File: src/rtl/cbuf_pkg.sv
`timescale 1ns/1ps
package cbuf_pkg;
  localparam logic [2:0] MODE_STOP_BURST  = 3'b000;
  localparam logic [2:0] MODE_START_BURST = 3'b001;
  localparam logic [2:0] MODE_PRE_ALERT   = 3'b100;
  localparam logic [2:0] MODE_POST_ALERT  = 3'b110;

  localparam logic [1:0] FMT_PLAIN   = 2'b00;
  localparam logic [1:0] FMT_CHAN    = 2'b01;
  localparam logic [1:0] FMT_CHAN_DV = 2'b10;

  // ring modes overwrite and freeze on trigger
  function automatic logic is_ring(input logic [2:0] m);
    return (m == MODE_STOP_BURST) || (m == MODE_PRE_ALERT);
  endfunction

  // linear modes start on trigger and stop when full
  function automatic logic is_linear(input logic [2:0] m);
    return (m == MODE_START_BURST) || (m == MODE_POST_ALERT);
  endfunction
endpackage

File: src/rtl/cbuf_pack.sv
`timescale 1ns/1ps
module cbuf_pack #(
  parameter int RES_W  = 12,
  parameter int CHID_W = 3
) (
  input  logic [RES_W-1:0]        res_i,
  input  logic [CHID_W-1:0]       chan_i,
  input  logic [1:0]              fmt_i,
  output logic [RES_W+CHID_W:0]   word_o
);
  import cbuf_pkg::*;

  always_comb begin
    unique case (fmt_i)
      FMT_CHAN:    word_o = {res_i, chan_i, 1'b0};
      FMT_CHAN_DV: word_o = {res_i, chan_i, 1'b1};
      default:     word_o = {res_i, {(CHID_W+1){1'b0}}};
    endcase
  end
endmodule

File: src/rtl/cbuf_ctrl.sv
`timescale 1ns/1ps
module cbuf_ctrl (
  input  logic       clk_i,
  input  logic       rst_ni,
  input  logic [2:0] mode_i,
  input  logic       trig_i,
  input  logic       res_valid_i,
  input  logic       full_i,
  output logic       flush_o,
  output logic       ring_o,
  output logic       wr_en_o
);
  import cbuf_pkg::*;

  logic [2:0] mode_q;
  logic       cap_q;
  logic       lin_cur;

  assign flush_o = (mode_i != mode_q);
  assign ring_o  = is_ring(mode_q);
  assign lin_cur = is_linear(mode_q);

  always_ff @(posedge clk_i or negedge rst_ni) begin
    if (!rst_ni) begin
      mode_q <= MODE_START_BURST;
      cap_q  <= 1'b0;
    end else begin
      mode_q <= mode_i;
      if (flush_o) begin
        cap_q <= is_ring(mode_i);
      end else if (lin_cur) begin
        if (trig_i && !full_i) cap_q <= 1'b1;
        else if (full_i)       cap_q <= 1'b0;
      end else if (ring_o && trig_i) begin
        cap_q <= 1'b0;
      end
    end
  end

  // trigger-cycle sample is kept in both families
  assign wr_en_o = res_valid_i && !flush_o &&
                   ((ring_o && cap_q) || (lin_cur && (cap_q || trig_i)));


  ring_freeze_chk: assert property (@(posedge clk_i) disable iff (!rst_ni)
    (ring_o && trig_i && !flush_o) |=> !wr_en_o);
endmodule

File: src/rtl/cbuf_store.sv
`timescale 1ns/1ps
module cbuf_store #(
  parameter int DEPTH  = 16,
  parameter int WORD_W = 16
) (
  input  logic                         clk_i,
  input  logic                         rst_ni,
  input  logic                         flush_i,
  input  logic                         wr_en_i,
  input  logic [WORD_W-1:0]            wr_word_i,
  input  logic                         ring_i,
  input  logic                         pop_i,
  output logic [WORD_W-1:0]            rd_word_o,
  output logic [$clog2(DEPTH+1)-1:0]   count_o,
  output logic                         full_o
);
  localparam int CNT_W = $clog2(DEPTH+1);
  localparam int PTR_W = $clog2(DEPTH);
  localparam logic [CNT_W-1:0] FULL_CNT = CNT_W'(DEPTH);
  localparam logic [PTR_W-1:0] LAST_PTR = PTR_W'(DEPTH-1);

  logic [WORD_W-1:0] mem_q [DEPTH];
  logic [PTR_W-1:0]  head_q, tail_q;
  logic [CNT_W-1:0]  count_q;
  logic              empty, full, do_pop, do_wr, drop_head;

  function automatic logic [PTR_W-1:0] nxt(input logic [PTR_W-1:0] p);
    return (p == LAST_PTR) ? '0 : p + 1'b1;
  endfunction

  assign empty     = (count_q == '0);
  assign full      = (count_q == FULL_CNT);
  assign do_pop    = pop_i && !empty && !flush_i;
  assign do_wr     = wr_en_i && !flush_i && (!full || ring_i || do_pop);
  // overwrite when full without a pop drops the oldest
  assign drop_head = do_pop || (do_wr && full);

  always_ff @(posedge clk_i) begin
    if (do_wr) mem_q[tail_q] <= wr_word_i;
  end

  always_ff @(posedge clk_i or negedge rst_ni) begin
    if (!rst_ni) begin
      head_q  <= '0;
      tail_q  <= '0;
      count_q <= '0;
    end else if (flush_i) begin
      head_q  <= '0;
      tail_q  <= '0;
      count_q <= '0;
    end else begin
      if (do_wr)     tail_q <= nxt(tail_q);
      if (drop_head) head_q <= nxt(head_q);
      count_q <= count_q + CNT_W'(do_wr) - CNT_W'(drop_head && !(do_wr && full && !do_pop) ? 1'b1 : (do_wr && full && !do_pop));
    end
  end

  assign rd_word_o = empty ? '0 : mem_q[head_q];
  assign count_o   = count_q;
  assign full_o    = full;


  count_bound_chk: assert property (@(posedge clk_i) disable iff (!rst_ni)
    count_q <= FULL_CNT);

  count_step_chk: assert property (@(posedge clk_i) disable iff (!rst_ni)
    !flush_i |=> (count_q == $past(count_q)) || (count_q == $past(count_q) + 1'b1) ||
                 (count_q + 1'b1 == $past(count_q)));

  empty_pop_chk: assert property (@(posedge clk_i) disable iff (!rst_ni)
    (empty && !wr_en_i) |=> (count_q == '0));

  ring_keep_full_chk: assert property (@(posedge clk_i) disable iff (!rst_ni)
    (full && wr_en_i && ring_i && !flush_i) |=> full_o);

  pop_wr_same_chk: assert property (@(posedge clk_i) disable iff (!rst_ni)
    (do_pop && do_wr) |=> $stable(count_q));

  flush_clear_chk: assert property (@(posedge clk_i) disable iff (!rst_ni)
    flush_i |=> (count_q == '0));
endmodule

File: src/rtl/capture_buf.sv
`timescale 1ns/1ps
module capture_buf #(
  parameter int DEPTH  = 16,
  parameter int RES_W  = 12,
  parameter int CHID_W = 3
) (
  input  logic                        clk_i,
  input  logic                        rst_ni,
  input  logic                        res_valid_i,
  input  logic [RES_W-1:0]            res_data_i,
  input  logic [CHID_W-1:0]           res_chan_i,
  input  logic [1:0]                  fmt_i,
  input  logic [2:0]                  mode_i,
  input  logic                        trig_i,
  input  logic                        pop_i,
  output logic [RES_W+CHID_W:0]       rd_data_o,
  output logic [$clog2(DEPTH+1)-1:0]  count_o,
  output logic                        full_o
);
  localparam int WORD_W = RES_W + CHID_W + 1;

  logic [WORD_W-1:0] packed_word;
  logic              flush, ring, wr_en;

  cbuf_pack #(.RES_W(RES_W), .CHID_W(CHID_W)) u_pack (
    .res_i  (res_data_i),
    .chan_i (res_chan_i),
    .fmt_i  (fmt_i),
    .word_o (packed_word)
  );

  cbuf_ctrl u_ctrl (
    .clk_i       (clk_i),
    .rst_ni      (rst_ni),
    .mode_i      (mode_i),
    .trig_i      (trig_i),
    .res_valid_i (res_valid_i),
    .full_i      (full_o),
    .flush_o     (flush),
    .ring_o      (ring),
    .wr_en_o     (wr_en)
  );

  cbuf_store #(.DEPTH(DEPTH), .WORD_W(WORD_W)) u_store (
    .clk_i     (clk_i),
    .rst_ni    (rst_ni),
    .flush_i   (flush),
    .wr_en_i   (wr_en),
    .wr_word_i (packed_word),
    .ring_i    (ring),
    .pop_i     (pop_i),
    .rd_word_o (rd_data_o),
    .count_o   (count_o),
    .full_o    (full_o)
  );


  empty_read_zero_chk: assert property (@(posedge clk_i) disable iff (!rst_ni)
    (count_o == '0) |-> (rd_data_o == '0));
endmodule

File: config.mk
export PLATFORM = sky130hd
export DESIGN_NAME = capture_buf
export DESIGN_NICKNAME = d
export VERILOG_FILES = /design/src/rtl/cbuf_pkg.sv /design/src/rtl/cbuf_pack.sv /design/src/rtl/cbuf_ctrl.sv /design/src/rtl/cbuf_store.sv /design/src/rtl/capture_buf.sv
export SDC_FILE = /design/constraint.sdc
export NUM_CORES = 1
export LEC_CHECK = 0
export ABC_AREA = 1
export BUFFER_PORTS_ARGS = -buffer_cell sky130_fd_sc_hd__buf_2
export CAP_MARGIN = 15
export CORE_MARGIN = 10
export CORE_UTILIZATION = 30
export DETAILED_ROUTE_END_ITERATION = 8
export PLACE_DENSITY = 0.42
export SYNTH_ARGS = -nofsm -noshare
export SYNTH_HDL_FRONTEND = slang
export SYNTH_HIERARCHICAL = 1
export SYNTH_SLANG_ARGS = --single-unit
File: constraint.sdc
create_clock -name clk_i -period 8.5 [get_ports clk_i]
set_input_delay 1.7 -clock clk_i [delete_from_list [all_inputs] [get_ports clk_i]]
set_output_delay 1.7 -clock clk_i [all_outputs]
set_load 0.05 [all_outputs]
==> metrics.yaml <==
antenna_left: 0
finalNonFillerCells: 1587
cts.sinks: 273
placed_cells: 1532
synth_nets: 1050
initial_core_util: 0.3048
critPathMaxFanout: 71
synth_cell_types: 32
power_frac_seq: 0.543
critPathMaxStageDelay_ns: 0.74
die_h_um: 216.1
antenna_found_initial: 0
cts_resized: 0
grt_pass1_wl_mm: 48.95
cts_hold_buf: 0
clockBufferDepth: 3
synth_area_um2: 11530
cts_setup_buffers: 0
firstDrtPassIters: 4
syn_to_final_growth_pct: 15.14
grt_pass1_vias: 7354
p_switching_mw: 0.5565
synth-main-ff-cell: "edfxtp_1"
worstSetupStartpointType: "register"
p_clk_frac: 0.442
yosys_register_bits: 273
clk_pin_slew_ns: 0.06
cts_tree: "yes"
skew_ns: 0.01792
drt-initial-drc-count: 491
end_kind: "primary output"
synth_edf_count: 256
grt_overflow_total: 0
layout-drive-gt1-share: 0.1292
cp.arrival_ns: 3.81
avgSynthCellArea_um2: 11.42
status: "finished clean"
place_congestion: 0.7272
p_per_area_nw_per_um2: 204.2
seq_area_frac_synth: 0.7034
dp_hpwl_mm: 18.31
grt_max_degree: 77
maxSlewHeadroom: 0.2935
dieArea_um2: 46690
synthArstFlopShare: 0.06227
cp.buffers_inverters: 3
diodes: 0
routed_wl_mm: 32.47
hold_path_class: "register to register"
min_period_over_period: 0.6481
timing.critical_path.mode_cell: "nand2_1"
io_pins: 47
viasPerCell: 4.652
crit_type: "register to primary output"
synth.area.top_cells: "edfxtp_1 (67%), nand2_1 (11%), dfrtp_1 (3.5%)"
maxCapViolations: 0
ys_warn_count: 6
io_buffers: 46
crit_slowest_cell: "dfrtp_4"
tightest_slew_ns: 1.057
p_comb_frac: 0.015
insertion_delay_ns: 0.56
cts_root_buf: "clkbuf_16"
p_total_mw: 2.712
wl_per_cell_um: 20.46
nets: 1093
fmax_mhz: 181.5
cp_top_family: "buffers and inverters"
drcViolationCount: 0
cts_made_buffers: 30
finalSetupViolCount: 0
synthTopCellsByCount: "nand2_1 (350), edfxtp_1 (256), nand3_1 (79)"
htreeDepth: 1
synth_most_common_cell: "nand2_1"
die_x_um: 216.1
synthCells: 1010
rsz0062_at_grt: "false"
tns_ns: 0
swShare: 0.2052
drv_slew: 0
rows: 71
core_region_area_um2: 37840
fin_crit_ns: 5.509
synth.top_cell.area_share: 0.6664
required_ns: 6.80
grt.total_usage: 0.1368
p_leak_nw: 4.977
vias: 7382
p_int_mw: 2.156
irDropWorstVdd_v: 0.0001443
hold_viol: 0
synth_top_area_cell: "edfxtp_1"
path_cells: "inv_4, buf_4, nand2_1, nand3_1, nand2_1, a21oi_1, nor3_1, nor2_1, buf_2"
## state kept, by name, summed over array words and instances, names as in the netlist
name             count
u_store/tail_q       4
u_store/head_q       4
u_ctrl/mode_q        3
u_ctrl/cap_q         1
u_store/mem_q      256
u_store/count_o      5
## worst min-delay path: stages, from the launching register on
cell and delay, ns:
dfrtp_1 0.35, nand4_1 0.09, nand2_1 0.06
## worst paths after layout
check	start	to	slack (ns)	depth (start not counted)
worst max-delay path	u_store/head_q[0]$_DFFE_PN0P_	rd_data_o[5]	2.99	9
worst min-delay path	u_store/head_q[3]$_DFFE_PN0P_	u_store/head_q[3]$_DFFE_PN0P_	0.53	2
worst max register to register	u_ctrl/mode_q[0]$_DFF_PN1_	u_store/count_o[4]$_DFF_PN0_	4.42	18
worst min register to register	u_store/head_q[3]$_DFFE_PN0P_	u_store/head_q[3]$_DFFE_PN0P_	0.53	2
max in group asynchronous	rst_ni	u_store/head_q[0]$_DFFE_PN0P_	7.10	1
min in group asynchronous	rst_ni	u_ctrl/mode_q[1]$_DFF_PN0_	1.07	1
## metal layers
layer  wire length, um  vias up  part of all wire  global-route usage
li1                  -     3579                 -                   -
met1             15470     3628              0.48              0.1945
met2             15200      146              0.47              0.2198
met3              1347       29             0.041             0.01964
met4               443        0             0.014             0.02354
met5                 0        -                 0                   0
## kinds of logic (layout without fill, tap and decap cells)
family,Yosys count,in the layout,share of synthesized area
DFF,273,273,0.7034
buffers and inverters,102,168,0.04057
adders and majority gates,15,15,0.01692
AOI/OAI and AO/OA,114,114,0.05749
and+or+nand+nor,501,501,0.1778
xor gates and xnor gates,5,5,0.003796
## area by class of cell
class / count / area, um2
clock buffer: 38 / 780.7
clock inverter: 17 / 113.9
fill: 3832 / 24560
inverter: 39 / 150.1
multi-input combinational: 635 / 3038
sequential: 273 / 8119
tap: 511 / 639.4
timing repair buffer: 74 / 440.4
## metrics by stage
step	area [um2]	setup WS, ns	hold WS, ns	utilization
global placement	12390	3.183	0.5334	0.3273
global route	13280	2.654	0.6049	0.3510
detailed placement	12390	3.144	0.5217	0.3273
CTS	13280	2.886	0.5374	0.3510
finish	13280	2.991	0.5322	0.3510
floorplan	11530	4.242	0.4975	-
## layout by cell type (no fill, tap or decap), drive strengths merged
cell / count
nor3b: 1
a21oi: 70
dfstp: 1
xnor2: 4
dfrtp: 16
ha: 14
nand3: 79
bufinv: 1
nand2: 350
nor2: 30
a21boi: 16
nor3: 34
o211ai: 16
clkbuf: 38
o22ai: 1
o31ai: 1
nand4: 6
o21ai: 8
fa: 1
clkinvlp: 1
inv: 37
o21bai: 1
edfxtp: 256
or2: 1
a31oi: 1
buf: 74
clkinv: 17
xor2: 1
## power groups by stage
stage	sequential, mW	clock (mW)	combinational [mW]
global route	1.47	1.29	0.0467
CTS	1.47	1.23	0.0427
global placement	1.50	0	0.0428
floorplan	1.50	0	0.0228
finish	1.47	1.20	0.0408
detailed placement	1.50	0	0.0427
(Power assumes the default switching activity.)
